**src/rtl/blu_pkg.sv**
```systemverilog
package blu_pkg;
  typedef enum logic [2:0] {
    OP_BAL   = 3'd0,
    OP_BALR  = 3'd1,
    OP_BAS   = 3'd2,
    OP_BASR  = 3'd3,
    OP_BASSM = 3'd4,
    OP_BSM   = 3'd5,
    OP_RSV6  = 3'd6,
    OP_RSV7  = 3'd7
  } blu_op_e;

  localparam logic [1:0] ILC_RR = 2'b00;
  localparam logic [1:0] ILC_RX = 2'b01;
endpackage

```
**src/rtl/blu_rst_sync.sv**
```systemverilog
module blu_rst_sync #(
  parameter int STAGES = 2
) (
  input  logic clk,
  input  logic rst_n,
  output logic rst_n_sync
);
  logic [STAGES-1:0] chain_q;

  always_ff @(posedge clk or negedge rst_n) begin
    if (!rst_n) chain_q <= '0;
    else        chain_q <= {chain_q[STAGES-2:0], 1'b1};
  end

  assign rst_n_sync = chain_q[STAGES-1];
endmodule

```
**src/rtl/blu_addr_mask.sv**
```systemverilog
module blu_addr_mask #(
  parameter int XLEN     = 32,
  parameter int NARROW_W = 24
) (
  input  logic            wide,
  input  logic [XLEN-1:0] addr,
  output logic [XLEN-1:0] masked
);
  localparam int HI_W = XLEN - NARROW_W;

  always_comb begin
    if (wide) masked = {1'b0, addr[XLEN-2:0]};
    else      masked = {{HI_W{1'b0}}, addr[NARROW_W-1:0]};
  end
endmodule

```
**src/rtl/blu_link_gen.sv**
```systemverilog
module blu_link_gen
  import blu_pkg::*;
#(
  parameter int XLEN     = 32,
  parameter int NARROW_W = 24
) (
  input  blu_op_e         op,
  input  logic            amode,
  input  logic            r1_nz,
  input  logic [XLEN-1:0] r1_val,
  input  logic [XLEN-1:0] ia,
  input  logic [1:0]      cc,
  input  logic [3:0]      pmask,
  output logic            we,
  output logic [XLEN-1:0] link
);
  localparam int HI_W = XLEN - NARROW_W;

  logic [XLEN-1:0] wide_link;
  logic [XLEN-1:0] plain_narrow;
  logic [HI_W-1:0] status_byte;

  assign wide_link    = {1'b1, ia[XLEN-2:0]};
  assign plain_narrow = {{HI_W{1'b0}}, ia[NARROW_W-1:0]};

  always_comb begin
    status_byte = '0;
    status_byte[HI_W-1 -: 8] = {(op == OP_BAL) ? ILC_RX : ILC_RR, cc, pmask};
  end

  always_comb begin
    we   = 1'b0;
    link = '0;
    unique case (op)
      OP_BAL, OP_BALR: begin
        we   = 1'b1;
        link = amode ? wide_link : {status_byte, ia[NARROW_W-1:0]};
      end
      OP_BAS, OP_BASR, OP_BASSM: begin
        we   = 1'b1;
        link = amode ? wide_link : plain_narrow;
      end
      OP_BSM: begin
        we   = r1_nz;
        link = {amode, r1_val[XLEN-2:0]};
      end
      default: begin
        we   = 1'b0;
        link = '0;
      end
    endcase
  end
endmodule

```
**src/rtl/blu_branch_sel.sv**
```systemverilog
module blu_branch_sel
  import blu_pkg::*;
#(
  parameter int XLEN     = 32,
  parameter int NARROW_W = 24
) (
  input  blu_op_e         op,
  input  logic            amode,
  input  logic            r2_nz,
  input  logic [XLEN-1:0] r2_val,
  input  logic [XLEN-1:0] ea,
  output logic            taken,
  output logic [XLEN-1:0] target,
  output logic            mode_next
);
  logic            switches;
  logic            tgt_mode;
  logic [XLEN-1:0] ea_m;
  logic [XLEN-1:0] reg_m;

  assign switches = (op == OP_BASSM) || (op == OP_BSM);
  assign tgt_mode = switches ? r2_val[XLEN-1] : amode;

  blu_addr_mask #(.XLEN(XLEN), .NARROW_W(NARROW_W)) u_mask_ea (
    .wide(amode), .addr(ea), .masked(ea_m)
  );
  blu_addr_mask #(.XLEN(XLEN), .NARROW_W(NARROW_W)) u_mask_reg (
    .wide(tgt_mode), .addr(r2_val), .masked(reg_m)
  );

  always_comb begin
    taken     = 1'b0;
    target    = '0;
    mode_next = amode;
    unique case (op)
      OP_BAL, OP_BAS: begin
        taken  = 1'b1;
        target = ea_m;
      end
      OP_BALR, OP_BASR: begin
        taken  = r2_nz;
        target = reg_m;
      end
      OP_BASSM, OP_BSM: begin
        taken     = r2_nz;
        target    = reg_m;
        mode_next = r2_nz ? tgt_mode : amode;
      end
      default: begin
        taken  = 1'b0;
        target = '0;
      end
    endcase
  end
endmodule

```
**src/rtl/branch_link_unit.sv**
```systemverilog
module branch_link_unit
  import blu_pkg::*;
#(
  parameter int XLEN     = 32,
  parameter int NARROW_W = 24,
  parameter int RIDX_W   = 4
) (
  input  logic              clk,
  input  logic              rst_n,
  input  logic              in_valid,
  input  logic [2:0]        op,
  input  logic [RIDX_W-1:0] r1_idx,
  input  logic [XLEN-1:0]   r1_val,
  input  logic [RIDX_W-1:0] r2_idx,
  input  logic [XLEN-1:0]   r2_val,
  input  logic [XLEN-1:0]   ea_in,
  input  logic [XLEN-1:0]   ia_next,
  input  logic              amode,
  input  logic [1:0]        cc,
  input  logic [3:0]        pmask,
  output logic              out_valid,
  output logic              link_we,
  output logic [RIDX_W-1:0] link_idx,
  output logic [XLEN-1:0]   link_val,
  output logic              br_taken,
  output logic [XLEN-1:0]   br_target,
  output logic              amode_next,
  output logic [XLEN-1:0]   ea_out
);
  localparam int HI_W = XLEN - NARROW_W;

  logic            rst_ns;
  blu_op_e         op_e;
  logic            lg_we, bs_taken, bs_mode;
  logic [XLEN-1:0] lg_link, bs_target, ea_m;

  assign op_e = blu_op_e'(op);

  blu_rst_sync #(.STAGES(2)) u_rst (
    .clk(clk), .rst_n(rst_n), .rst_n_sync(rst_ns)
  );

  blu_link_gen #(.XLEN(XLEN), .NARROW_W(NARROW_W)) u_link (
    .op(op_e), .amode(amode), .r1_nz(r1_idx != '0), .r1_val(r1_val),
    .ia(ia_next), .cc(cc), .pmask(pmask), .we(lg_we), .link(lg_link)
  );

  blu_branch_sel #(.XLEN(XLEN), .NARROW_W(NARROW_W)) u_br (
    .op(op_e), .amode(amode), .r2_nz(r2_idx != '0), .r2_val(r2_val),
    .ea(ea_in), .taken(bs_taken), .target(bs_target), .mode_next(bs_mode)
  );

  blu_addr_mask #(.XLEN(XLEN), .NARROW_W(NARROW_W)) u_mask_out (
    .wide(amode), .addr(ea_in), .masked(ea_m)
  );

  // next-state
  logic              vld_d, we_d, tk_d, md_d, mdcur_d;
  logic [RIDX_W-1:0] idx_d;
  logic [XLEN-1:0]   lnk_d, tgt_d, ea_d;
  blu_op_e           op_d;
  logic              data_en;

  // registers
  logic              vld_q, we_q, tk_q, md_q, mdcur_q;
  logic [RIDX_W-1:0] idx_q;
  logic [XLEN-1:0]   lnk_q, tgt_q, ea_q;
  blu_op_e           op_q;

  always_comb begin
    data_en = in_valid;
    vld_d   = in_valid;
    we_d    = in_valid & lg_we;
    tk_d    = in_valid & bs_taken;
    md_d    = bs_mode;
    mdcur_d = amode;
    idx_d   = r1_idx;
    lnk_d   = lg_link;
    tgt_d   = bs_target;
    ea_d    = ea_m;
    op_d    = op_e;
  end

  always_ff @(posedge clk or negedge rst_ns) begin
    if (!rst_ns) begin
      vld_q <= 1'b0;
      we_q  <= 1'b0;
      tk_q  <= 1'b0;
    end else begin
      vld_q <= vld_d;
      we_q  <= we_d;
      tk_q  <= tk_d;
    end
  end

  always_ff @(posedge clk or negedge rst_ns) begin
    if (!rst_ns) begin
      md_q    <= 1'b0;
      mdcur_q <= 1'b0;
      idx_q   <= '0;
      lnk_q   <= '0;
      tgt_q   <= '0;
      ea_q    <= '0;
      op_q    <= OP_RSV7;
    end else if (data_en) begin
      md_q    <= md_d;
      mdcur_q <= mdcur_d;
      idx_q   <= idx_d;
      lnk_q   <= lnk_d;
      tgt_q   <= tgt_d;
      ea_q    <= ea_d;
      op_q    <= op_d;
    end
  end

  assign out_valid  = vld_q;
  assign link_we    = we_q;
  assign link_idx   = idx_q;
  assign link_val   = lnk_q;
  assign br_taken   = tk_q;
  assign br_target  = tgt_q;
  assign amode_next = md_q;
  assign ea_out     = ea_q;

  // nothing issued without a valid result
  assert_quiet_idle_R11: assert property (@(posedge clk) disable iff (!rst_ns)
    !out_valid |-> (!link_we && !br_taken));

  // narrow target has clear top byte
  assert_narrow_target_R1: assert property (@(posedge clk) disable iff (!rst_ns)
    (out_valid && br_taken && !amode_next) |-> (br_target[XLEN-1 -: HI_W] == '0));

  // wide target has clear top bit
  assert_wide_target_R2: assert property (@(posedge clk) disable iff (!rst_ns)
    (out_valid && br_taken && amode_next) |-> !br_target[XLEN-1]);

  // old-style link in narrow mode never carries a set top bit
  assert_bal_top_clear_R3: assert property (@(posedge clk) disable iff (!rst_ns)
    (out_valid && link_we && !mdcur_q && (op_q == OP_BAL || op_q == OP_BALR))
      |-> !link_val[XLEN-1]);

  // wide-mode call links carry the mode flag
  assert_wide_link_flag_R4: assert property (@(posedge clk) disable iff (!rst_ns)
    (out_valid && link_we && mdcur_q && op_q != OP_BSM) |-> link_val[XLEN-1]);

  // only the mode-setting branches may change the mode
  assert_mode_only_by_set_R9: assert property (@(posedge clk) disable iff (!rst_ns)
    (out_valid && (amode_next != mdcur_q)) |-> (op_q == OP_BASSM || op_q == OP_BSM));

  // no branch leaves the mode alone
  assert_nobranch_mode_R8: assert property (@(posedge clk) disable iff (!rst_ns)
    (out_valid && !br_taken) |-> (amode_next == mdcur_q));

  // a result follows every accepted operation on the next edge
  assert_latency_R10: assert property (@(posedge clk) disable iff (!rst_ns)
    in_valid |=> out_valid);
endmodule

```
**config.mk**
```make
export PLATFORM = sky130hd
export DESIGN_NAME = branch_link_unit
export DESIGN_NICKNAME = d
export VERILOG_FILES = /design/src/rtl/blu_pkg.sv /design/src/rtl/blu_rst_sync.sv /design/src/rtl/blu_addr_mask.sv /design/src/rtl/blu_link_gen.sv /design/src/rtl/blu_branch_sel.sv /design/src/rtl/branch_link_unit.sv
export SDC_FILE = /design/constraint.sdc
export NUM_CORES = 1
export LEC_CHECK = 0
export BUFFER_PORTS_ARGS = -buffer_cell sky130_fd_sc_hd__buf_4
export CAP_MARGIN = 0
export CORE_MARGIN = 1.5
export CORE_UTILIZATION = 39
export DETAILED_ROUTE_END_ITERATION = 8
export GPL_TIMING_DRIVEN = 0
export MAX_ROUTING_LAYER = met4
export PLACE_DENSITY = 0.7
export SKIP_CTS_REPAIR_TIMING = 1
export SLEW_MARGIN = 10
export SYNTH_ARGS = -nofsm -noshare
export SYNTH_HDL_FRONTEND = slang
export SYNTH_HIERARCHICAL = 1
export SYNTH_SLANG_ARGS = --single-unit
```
**constraint.sdc**
```tcl
create_clock -name clk -period 3.2 [get_ports clk]
set_clock_uncertainty 0.2 [all_clocks]
set_input_delay 0.32 -clock clk [delete_from_list [all_inputs] [get_ports clk]]
set_output_delay 0.32 -clock clk [all_outputs]
set_load 0.01 [all_outputs]
```
Word level (Yosys, flattened, before mapping)
Cells that the tools add are included.
Word-level totals
  bits in registers: 106
  output and inout port bits: 104
  word-level logic and storage cells: 38
Operators by class
  equal/unequal tests: 5
  mux-type cells: 12
  bitwise logic cells: 2
  reduce and logical (&&, ||, !) cells: 10
Operators with widths (number)
  $pmux 32 s3: 1
  $mux 32: 2
  $pmux 32 s2: 1
  $mux 31: 2
  $reduce_bool 4->1: 2
  $eq 3x2->1 const B: 2
  $eq 3x3->1 const B: 2
  $reduce_or 2->1: 3
  $reduce_or 5->1: 1
  $mux 1: 4
  $pmux 1 s2: 2
  $reduce_or 4->1: 1
  $eq 3x1->1 const B: 1
  $logic_not 3->1: 1
  $reduce_or 3->1: 1
  $and 1x1->1: 2
  $logic_or 1x1->1: 1

Depth between registers and ports, before layout
Gate-level depths: netlist of run 1.
  depth in word-level cells: 5
  gate-level depth with buffers: 7
  gate-level depth less buffers: 6

Cells and area by module
Netlist of run 1, hierarchy kept.
By module, submodules not included
  branch_link_unit: times used 1, cells an instance 220, area an instance 3868.7 µm², sequential area each 2602.5 µm²
  blu_branch_sel: times used 1, cells an instance 116, area an instance 728.2 µm², sequential area each 0.0 µm²
  blu_addr_mask: times used 3, cells an instance 33, area an instance 235.2 µm², sequential area each 0.0 µm²
  blu_link_gen: times used 1, cells an instance 55, area an instance 417.9 µm², sequential area each 0.0 µm²
  blu_rst_sync: times used 1, cells an instance 3, area an instance 53.8 µm², sequential area each 50.0 µm²

Least setup slack after synthesis of run 1
No wires, ideal clock.
  path type: input-to-reg
  start point: in op[1]
  end point: reg tgt_q[27] (netlist: br_target[27])
  setup time: 0.125 ns
  data arrival time: 1.552 ns
  required time: 2.875 ns
  slack: 1.323 ns
  cell stages on the path: 7
  buffers on the path: 1
  cells stage by stage: and2b_1 > buf_4 > mux2_2 > and2_1 > mux2i_1 > o21ai_0 > mux2_2
Between the ends
  longest elaborated chain between the ends: 5
RTL lines
  start: declaration: line branch_link_unit.sv:11  | input logic [2:0] op,
  $eq 3x3->1: line blu_branch_sel.sv:21  | assign switches = (op == OP_BASSM) || (op == OP_BSM);
  $logic_or 1x1->1 *: line blu_branch_sel.sv:21
  $mux 1 *: line blu_branch_sel.sv:22  | assign tgt_mode = switches ? r2_val[XLEN-1] : amode;
  net u_br.tgt_mode: line blu_branch_sel.sv:17  | logic tgt_mode;
  $mux 31 *: line blu_addr_mask.sv:12  | if (wide) masked = {1'b0, addr[XLEN-2:0]};
  net u_br.reg_m[27]: line blu_branch_sel.sv:19  | logic [XLEN-1:0] reg_m;
  $pmux 32 s2 *: line blu_branch_sel.sv:35  | unique case (op)
  net bs_target[27]: line branch_link_unit.sv:35  | logic [XLEN-1:0] lg_link, bs_target, ea_m;
  end signal: assignment: line branch_link_unit.sv:110  | tgt_q <= tgt_d;
  end: declaration: line branch_link_unit.sv:67  | logic [XLEN-1:0] lnk_q, tgt_q, ea_q;
The timed path passes the listed nets; every way through them passes the cells marked *.
A chain may end at the register's enable or synchronous reset.

Final worst setup path of run 1
  start point: in op[1]
  end point: reg tgt_q[25] (netlist: br_target[25])
Same word-level chain as after synthesis.

==> results of run 1 <==
-- cells by family (layout without fill, tap and decap cells) --
kind of cell	Yosys count	in the layout	synth area share (%)
simple gates	75	75	6.59
mux	134	134	25.5
other cells	4	4	0.260
flops	106	106	45.9
buf+inv	104	334	13.3
compound gates	70	70	8.34
-- routing by layer --
metal	GRT usage [%]	part of all wire (%)
met1	24.1	42
met2	35.4	52
met3	4.25	5.0
met4	6.83	1.8
met5	-	0
-- cell usage after synthesis (2+ instances only) --
library cell / number / area share (%)
mux2i_1: 31 / 5.4
conb_1: 4 / 0.26
buf_6: 8 / 1.6
and2_1: 23 / 2.5
dfrtp_1: 106 / 46
a22o_1: 24 / 3.6
a221o_1: 6 / 1.0
clkbuf_1: 3 / 0.20
o21ai_0: 36 / 3.1
and3_1: 6 / 0.65
buf_2: 10 / 0.87
a21o_1: 2 / 0.26
nand2_1: 35 / 2.3
or4_1: 2 / 0.26
mux2_2: 102 / 20
nor2_1: 3 / 0.20
and2b_1: 2 / 0.26
buf_4: 82 / 11
-- power breakdown --
group	internal, mW	leakage (nW)	switching [mW]	total [mW]
sequential	1.49	1.30	0.0911	1.58
clock	0.606	0.142	0.502	1.11
combinational	0.531	2.57	0.357	0.888
total	2.62	4.01	0.950	3.57
-- area by class of cell --
class                           instances  area [um2]  share of cell area, %
Buffer                                103         767                   9.64
Clock buffer                            9         225                   2.83
Clock inverter                          7        68.8                  0.865
Inverter                                1        3.75                 0.0472
Multi-Input combinational cell        283        2350                   29.5
Sequential cell                       106        2660                   33.4
Tap cell                              184         230                   2.89
Timing Repair Buffer                  214        1660                   20.8
-- worst min-delay path by stage --
stage,to,slack (ns),from
5_1_grt,ea_out[12],0.0006,ea_in[12]
3_5_place_dp,u_rst/chain_q[0],-0.1,rst_n
3_3_place_gp,u_rst/chain_q[0],-0.1,rst_n
4_1_cts,u_rst/chain_q[1],-0.48,rst_n
6_report,ea_out[9],0.005,ea_in[9]
2_1_floorplan,u_rst/chain_q[0],-0.18,rst_n
-- sequential cells by signal (all words and copies together), names as in the netlist --
register       count
amode_next         1
link_we            1
out_valid          1
link_val          32
u_rst/chain_q      2
br_taken           1
ea_out            32
link_idx           4
br_target         32
-- cells in the final DEF, fill, tap and decap left out, drive strengths merged --
cell type / instances
a21boi: 1
a21o: 2
a221o: 6
a22o: 24
and2: 23
and2b: 2
and3: 6
buf: 302
bufinv: 1
clkbuf: 12
clkinv: 3
clkinvlp: 2
conb: 4
dfrtp: 106
dlygate4sd3: 12
inv: 2
mux2: 103
mux2i: 31
nand2: 36
nand4b: 1
nor2: 3
nor2b: 1
nor3: 1
o21ai: 37
or4: 2
==> flow_summary.toml, run 1 <==
[critical_path]
path_cells = "buf_4 -> and2b_1 -> buf_4 -> mux2_2 -> and2_1 -> mux2i_1 -> o21ai_0 -> mux2_2"
crit_path_end_kind = "flop"
r2r_cells = 1
cp_max_fo = 9
timing.rr.start = "u_rst/chain_q[1]"
crit_required_ns = 3.24
critPathLaunch = "op[1]"
path_buf_inv = 2
crit_cells = 8
cp_top_family = "multiplexers"
reg2reg_slack_ns = 1.92
slowest_delay_ns = 0.42
crit_slowest_cell = "mux2_2"
cp-start-kind = "primary input"
crit_end = "br_target[25]"
arrival_ns = 1.96
critical_path_class = "primary input to flop"
r2r-end = "br_target[5]"

[logic_synthesis]
synth_top_flop_cell = "dfrtp_1"
synth-seq-area-share_pct = 45.9
ys_async_sr_fraction_pct = 100
yosys_register_bits = 106
syn_nets = 642
syn-instance-count = 493
yosys_warnings = 6
synth_edf_count = 0
synth_area_um2 = 5770
postSynthAreaPerCell_um2 = 11.7
ys_types = 26

[detailed_routing]
wire_per_inst_um = 17.5
vias_per_cell = 4.91
drt_first_pass_iters = 4
ant_nets = 0
drc = 0
wl_um = 15800
dr_total_vias = 4456
drt_iter0_drc = 203

[floorplan]
die-width_um = 125
start_util_pct = 39.9
rows = 44
core-area_um2 = 14500
die_height_um = 125
io_pins = 253
dieArea_um2 = 15500

[power_and_ir_drop]
p_per_area_nw_per_um2 = 449
ir_drop_uv = 338
p_leak_nw = 4.01
power.total_mw = 3.57

[sta]
worst_slack_ns = 1.28
rsz0062_at_grt = "no"
finalMaxSlewViolations = 0
tightest_slew_ns = 0.725
finalSetupViolations = 0
timing.final.crit_period_ns = 1.92
hold_viol_final = 0
slew_headroom_pct = 51.3
final.period_utilization_pct = 60.1
fmax_mhz = 520
timing.setup.tns_ns = 0
whs_ns = 0.00478

[grt]
grt_max_degree = 59
globalRouteTotalUtil_pct = 20.6
grt_pass1_wl_um = 24700
grt_pass1_vias = 4782
antenna_found_initial = 0
gr-total-overflow = 0

[run]
max_cap_viol_count = 0

[run_status]
status = "finished, final reports clean"

[clock_tree]
path_clk_slew_ns = 0.07
htreeDepth = 3
cts_tree = "yes"
cts.path.max_buffers = 2
clock_sinks = 106
cts_made_buffers = 9
clkLatencyLatePin_ns = 0.35
cts_root_buf = "clkbuf_16"

[place]
dp_hpwl_um = 12300
port_buffers = 201
dp.cells = 879
place_ws_ns = 0.929
gp_congestion = 0.944
place_area_um2 = 7540

[final_layout]
fill_cells = 1272
syn_to_final_growth_pct = 37.8
drive_above_1_share_pct = 58.6
final_nets = 867
stdcell_area_um2 = 7960
layout.core_utilization_pct = 55.0
fin_cells = 907
antennaDiodeCount = 0

[min_path]
hp-class = "primary input to flop"
hold_depth = 2
Power figures use the tool's default switching activity.
==> run 2, diff against run 1 <==
==> constraint.sdc (replaced) <==
create_clock -name clk -period 1.65 [get_ports clk]
set_clock_uncertainty 0.2 [all_clocks]
set_input_delay 0.165 -clock clk [delete_from_list [all_inputs] [get_ports clk]]
set_output_delay 0.165 -clock clk [all_outputs]
set_load 0.01 [all_outputs]
==> run 2 against run 1 <==
Non-clock buffer count is 92 higher. Critical path depth is the same. Power grew 100%. Design area is 12% higher. Register-to-register slack got worse by 1.6 ns. The run now ends with negative hold slack left. Clock-buffer cell count up 1. Sequential power is 94% higher. Global-route usage is 0.13 points lower.
==> flow_summary.toml, run 2 (same netlist as run 1, synthesis figures left out) <==
[detailed_routing]
drt_iter0_drc = 186
wire_per_inst_um = 17.7
vias_per_cell = 4.94
wl_um = 17700
ant_nets = 0
drt_first_pass_iters = 5
drc = 0
dr_total_vias = 4935

[power_and_ir_drop]
p_int_mw = 5.42
power_switching_share_pct = 25.9
ir_drop_uv = 560
clockPowerShare_pct = 31.8
p_leak_nw = 4.43
p_comb_share_pct = 26.2
p_per_area_nw_per_um2 = 821
p_seq_share_pct = 41.9
p_sw_mw = 1.90

[critical_path]
cp-start-kind = "primary input"
crit_slowest_cell = "mux2_4"
slowest_delay_ns = 0.34
reg2reg_slack_ns = 0.35
cp_max_fo = 9
path_cells = "buf_4 -> and2b_1 -> buf_6 -> mux2_4 -> and2_1 -> mux2i_1 -> o21ai_0 -> mux2_2"
crit_path_end_kind = "flop"
path_buf_inv = 2
crit_required_ns = 1.68
cp_top_family = "multiplexers"
critical_path_class = "primary input to flop"
arrival_ns = 1.66

[grt]
grt_pass1_vias = 4831
grt_pass1_wl_um = 24600
antenna_found_initial = 1
grt_max_degree = 54
globalRouteTotalUtil_pct = 20.5
gr-total-overflow = 0

[sta]
final.period_utilization_pct = 98.9
timing.final.crit_period_ns = 1.63
fmax_mhz = 613
whs_ns = -0.0357
tightest_slew_ns = 0.762
finalSetupViolations = 0
slew_headroom_pct = 48.8
rsz0062_at_grt = "yes"
hold_viol_final = 13
finalMaxSlewViolations = 0

[final_layout]
drive_above_1_share_pct = 52.5
syn_to_final_growth_pct = 54.5
final_common_cell = "buf_4"
final_nets = 959
final_cell_mix = "buf_4, dfrtp_1, dlygate4sd3_1, mux2_2, nand2_1"
stdcell_area_um2 = 8920

[place]
dp_hpwl_um = 11800
port_buffers = 201
gp_congestion = 0.801
place_area_um2 = 7560

[floorplan]
rows = 44
io_pins = 253
start_util_pct = 39.9
dieArea_um2 = 15500
die_height_um = 125
core-area_um2 = 14500
die-width_um = 125

[clock_tree]
clock_sinks = 106
clkLatencyLatePin_ns = 0.35
cts_root_buf = "clkbuf_16"
cts_made_buffers = 9
htreeDepth = 3
path_clk_slew_ns = 0.07
cts_tree = "yes"
cts.path.max_buffers = 2

[run_status]
violations = "negative hold slack"
status = "complete, but fails checks"

[min_path]
hp-class = "primary input to flop"

[run]
max_cap_viol_count = 0
run 2: power by group through the flow:
| stage | Clock [mW] | Combinational (mW) | Sequential (mW) |
|---|---|---|---|
| 2_1_floorplan | 0 | 0.714 | 3.24 |
| 3_3_place_gp | 0 | 1.64 | 3.12 |
| 3_5_place_dp | 0 | 1.71 | 3.12 |
| 4_1_cts | 2.40 | 1.71 | 3.07 |
| 5_1_grt | 2.50 | 2.05 | 3.12 |
| 6_report | 2.33 | 1.92 | 3.07 |
run 2: cell type report:
cell class,instances,area [um2]
Inverter,1,3.75
Buffer,103,771
Antenna cell,1,2.50
Fill cell,1132,5560
Multi-Input combinational cell,283,2360
Timing Repair Buffer,306,2580
Clock inverter,6,80.1
Sequential cell,106,2660
Clock buffer,10,239
Tap cell,184,230
run 2: path summary, 6_finish.rpt:
kind	startpoint	end	depth (start not counted)
worst max-delay path	op[1]	br_target[27]	8
worst max register to register	u_rst/chain_q[1]	br_target[27]	1
max in group asynchronous	u_rst/chain_q[1]	br_target[27]	1
worst min register to register	u_rst/chain_q[0]	u_rst/chain_q[1]	0
min in group asynchronous	u_rst/chain_q[1]	link_we	0
worst min-delay path	r2_val[3]	br_target[3]	4
run 2: stage by stage:
step	total power, mW	utilization (%)	setup slack, ns	instances	setup TNS (ns)
finish	7.32	61.6	0.0188	1000	0
global route	7.67	61.6	-0.0300	1000	-0.0449
CTS	7.18	54.4	-0.0331	895	-0.0534
detailed placement	4.83	52.2	-0.408	879	-3.92
global placement	4.76	52.0	-0.342	878	-16.25
floorplan	3.96	-	-0.0222	493	-0.155
run 2: layer usage:
metal	vias up	track usage, %	part of all wire (%)
met4	0	6.15	2.3
met3	42	4.25	6.6
li1	2279	-	-
met2	222	33.9	50
met5	-	-	0
met1	2392	25.3	41
==> run 3, diff against run 2 <==
--- a/config.mk
+++ b/config.mk
@@ -8,11 +8,11 @@
 export BUFFER_PORTS_ARGS = -buffer_cell sky130_fd_sc_hd__buf_4
 export CAP_MARGIN = 0
 export CORE_MARGIN = 1.5
-export CORE_UTILIZATION = 39
+export CORE_UTILIZATION = 25
 export DETAILED_ROUTE_END_ITERATION = 8
 export GPL_TIMING_DRIVEN = 0
 export MAX_ROUTING_LAYER = met4
-export PLACE_DENSITY = 0.7
+export PLACE_DENSITY = 0.49
 export SKIP_CTS_REPAIR_TIMING = 1
 export SLEW_MARGIN = 10
 export SYNTH_ARGS = -nofsm -noshare
==> constraint.sdc (replaced) <==
create_clock -name clk -period 1.65 [get_ports clk]
set_clock_uncertainty 0.2 [all_clocks]
set_input_delay 0.0825 -clock clk [delete_from_list [all_inputs] [get_ports clk]]
set_output_delay 0.0825 -clock clk [all_outputs]
set_load 0.01 [all_outputs]
==> run 3 against run 2 <==
The flow still finishes with violations (negative hold slack). Clock power down 9.4%. Register-to-register slack got worse by 0.02 ns. Die area rose by 55%. Power down 2.5%. Worst hold slack lost 0.070 ns. Wire length grew 6.1%. Clock-buffer cell count shrank 1. Combinational power is 3% higher. Sequential power about the same. Via count rose by 1.1%. Non-clock buffer count rose by 20.
==> flow_summary.toml, run 3 (same netlist as run 1, synthesis figures left out) <==
[run_status]
status = "complete, but fails checks"
violations = "negative hold slack"

[power_and_ir_drop]
p_seq_share_pct = 42.9
clockPowerShare_pct = 29.6
p_comb_share_pct = 27.5
p_int_mw = 5.14
ir_drop_uv = 406
power_switching_share_pct = 28.0
power.total_mw = 7.14
p_sw_mw = 2.00
p_leak_nw = 4.48
p_per_area_nw_per_um2 = 776

[final_layout]
final_cell_mix = "buf_4, dlygate4sd3_1, dfrtp_1, mux2_2"
antennaDiodeCount = 0
drive_above_1_share_pct = 50.8
syn_to_final_growth_pct = 59.5
final_nets = 979
fill_cells = 2164
multi_input_comb_area_um2 = 2350
final_common_cell = "buf_4"
regArea_um2 = 2660

[floorplan]
dieArea_um2 = 24000
core-area_um2 = 22600
start_util_pct = 25.5
rows = 55
die-width_um = 155
io_pins = 253
die_height_um = 155

[sta]
timing.final.crit_period_ns = 1.63
finalSetupViolations = 0
hold_viol_final = 7
tightest_slew_ns = 0.720
whs_ns = -0.106
finalMaxSlewViolations = 0
rsz0062_at_grt = "yes"
fmax_mhz = 612
slew_headroom_pct = 51.7
final.period_utilization_pct = 99.0
worst_slack_ns = 0.0166

[grt]
globalRouteTotalUtil_pct = 14.5
grt_max_degree = 56
grt_pass1_vias = 4721
gr-total-overflow = 0
grt_pass1_wl_um = 26000
antenna_found_initial = 0

[critical_path]
cp-start-kind = "primary input"
arrival_ns = 1.67
critPathLaunch = "r1_idx[1]"
crit_required_ns = 1.69
critical_path_class = "primary input to flop"
crit_path_end_kind = "flop"
path_buf_inv = 2
cp_top_family = "simple AND/OR/NAND/NOR gates"
cp_max_fo = 2
timing.rr.start = "u_rst/chain_q[1]"
path_cells = "dlygate4sd3_1 -> buf_4 -> or4_1 -> nor2b_1 -> o21ai_0 -> and2_1"
crit_slowest_cell = "or4_1"
slowest_delay_ns = 0.58

[clock_tree]
path_clk_slew_ns = 0.07
cts_root_buf = "clkbuf_16"
cts_tree = "yes"
cts.path.max_buffers = 2
htreeDepth = 3
clock_sinks = 106
cts_made_buffers = 9
clkLatencyLatePin_ns = 0.36

[detailed_routing]
drt_iter0_drc = 167
drt_first_pass_iters = 5
vias_per_cell = 4.45
wire_per_inst_um = 16.7
wl_um = 18700
dr_total_vias = 4987
ant_nets = 0
drc = 0

[min_path]
hp-class = "primary input to flop"
min_from = "op[2]"

[place]
port_buffers = 201
dp_hpwl_um = 13600
gp_congestion = 0.843
place_ws_ns = -0.408

[run]
max_cap_viol_count = 0
==> run 3: per-stage QoR <==
stage / std cells / cell area, um2 / utilization (%) / TNS [ns]
after floorplan: 493 / 5780 / - / 0
after global placement: 979 / 7640 / 33.8 / -17.59
after detailed placement: 980 / 7670 / 33.9 / -2.78
after CTS: 996 / 7960 / 35.1 / -0.0387
after global routing: 1120 / 9210 / 40.7 / -0.000859
final: 1120 / 9210 / 40.7 / 0
==> run 3: tightest hold or removal path: cells and delay by family <==
family / cells / cell delay (ns)
buffers and inverters: 1 / 0.14
AND/OR/NAND/NOR: 1 / 0.11
AO/OA/AOI/OAI: 1 / 0.07
==> run 3: cell type report <==
cell class / count / share of cell area [%]
plain buffers: 103 / 8.37
repair buffers: 326 / 30.2
inverters: 1 / 0.0408
clock buffers: 9 / 2.45
multi-input cells: 283 / 25.6
clock inverters: 7 / 0.652
flip-flops and latches: 106 / 28.8
well taps: 285 / 3.87
==> run 3: final timing paths <==
kind	endpoint	slack, ns	cells after the start
worst max-delay path	link_we	0.02	6
max in group asynchronous	br_target[4]	0.33	1
min in group asynchronous	link_val[8]	0.17	0
worst max register to register	br_target[4]	0.33	1
worst min register to register	u_rst/chain_q[1]	0.15	0
worst min-delay path	link_we	-0.11	3
==> run 3: layer usage <==
| metal | GRT usage [%] | wire length [um] |
|---|---|---|
| met1 | 17.3 | 7590 |
| met2 | 24.9 | 9830 |
| met4 | 4.85 | 537 |
| met3 | 2.28 | 774 |
| met5 | - | 0 |
==> run 3: power groups by stage <==
stage | Combinational, mW | Clock, mW | Sequential [mW]
detailed placement | 1.74 | 0 | 3.12
global route | 2.11 | 2.32 | 3.11
finish | 1.97 | 2.11 | 3.06
global placement | 1.68 | 0 | 3.13
floorplan | 0.711 | 0 | 3.24
CTS | 1.74 | 2.22 | 3.07
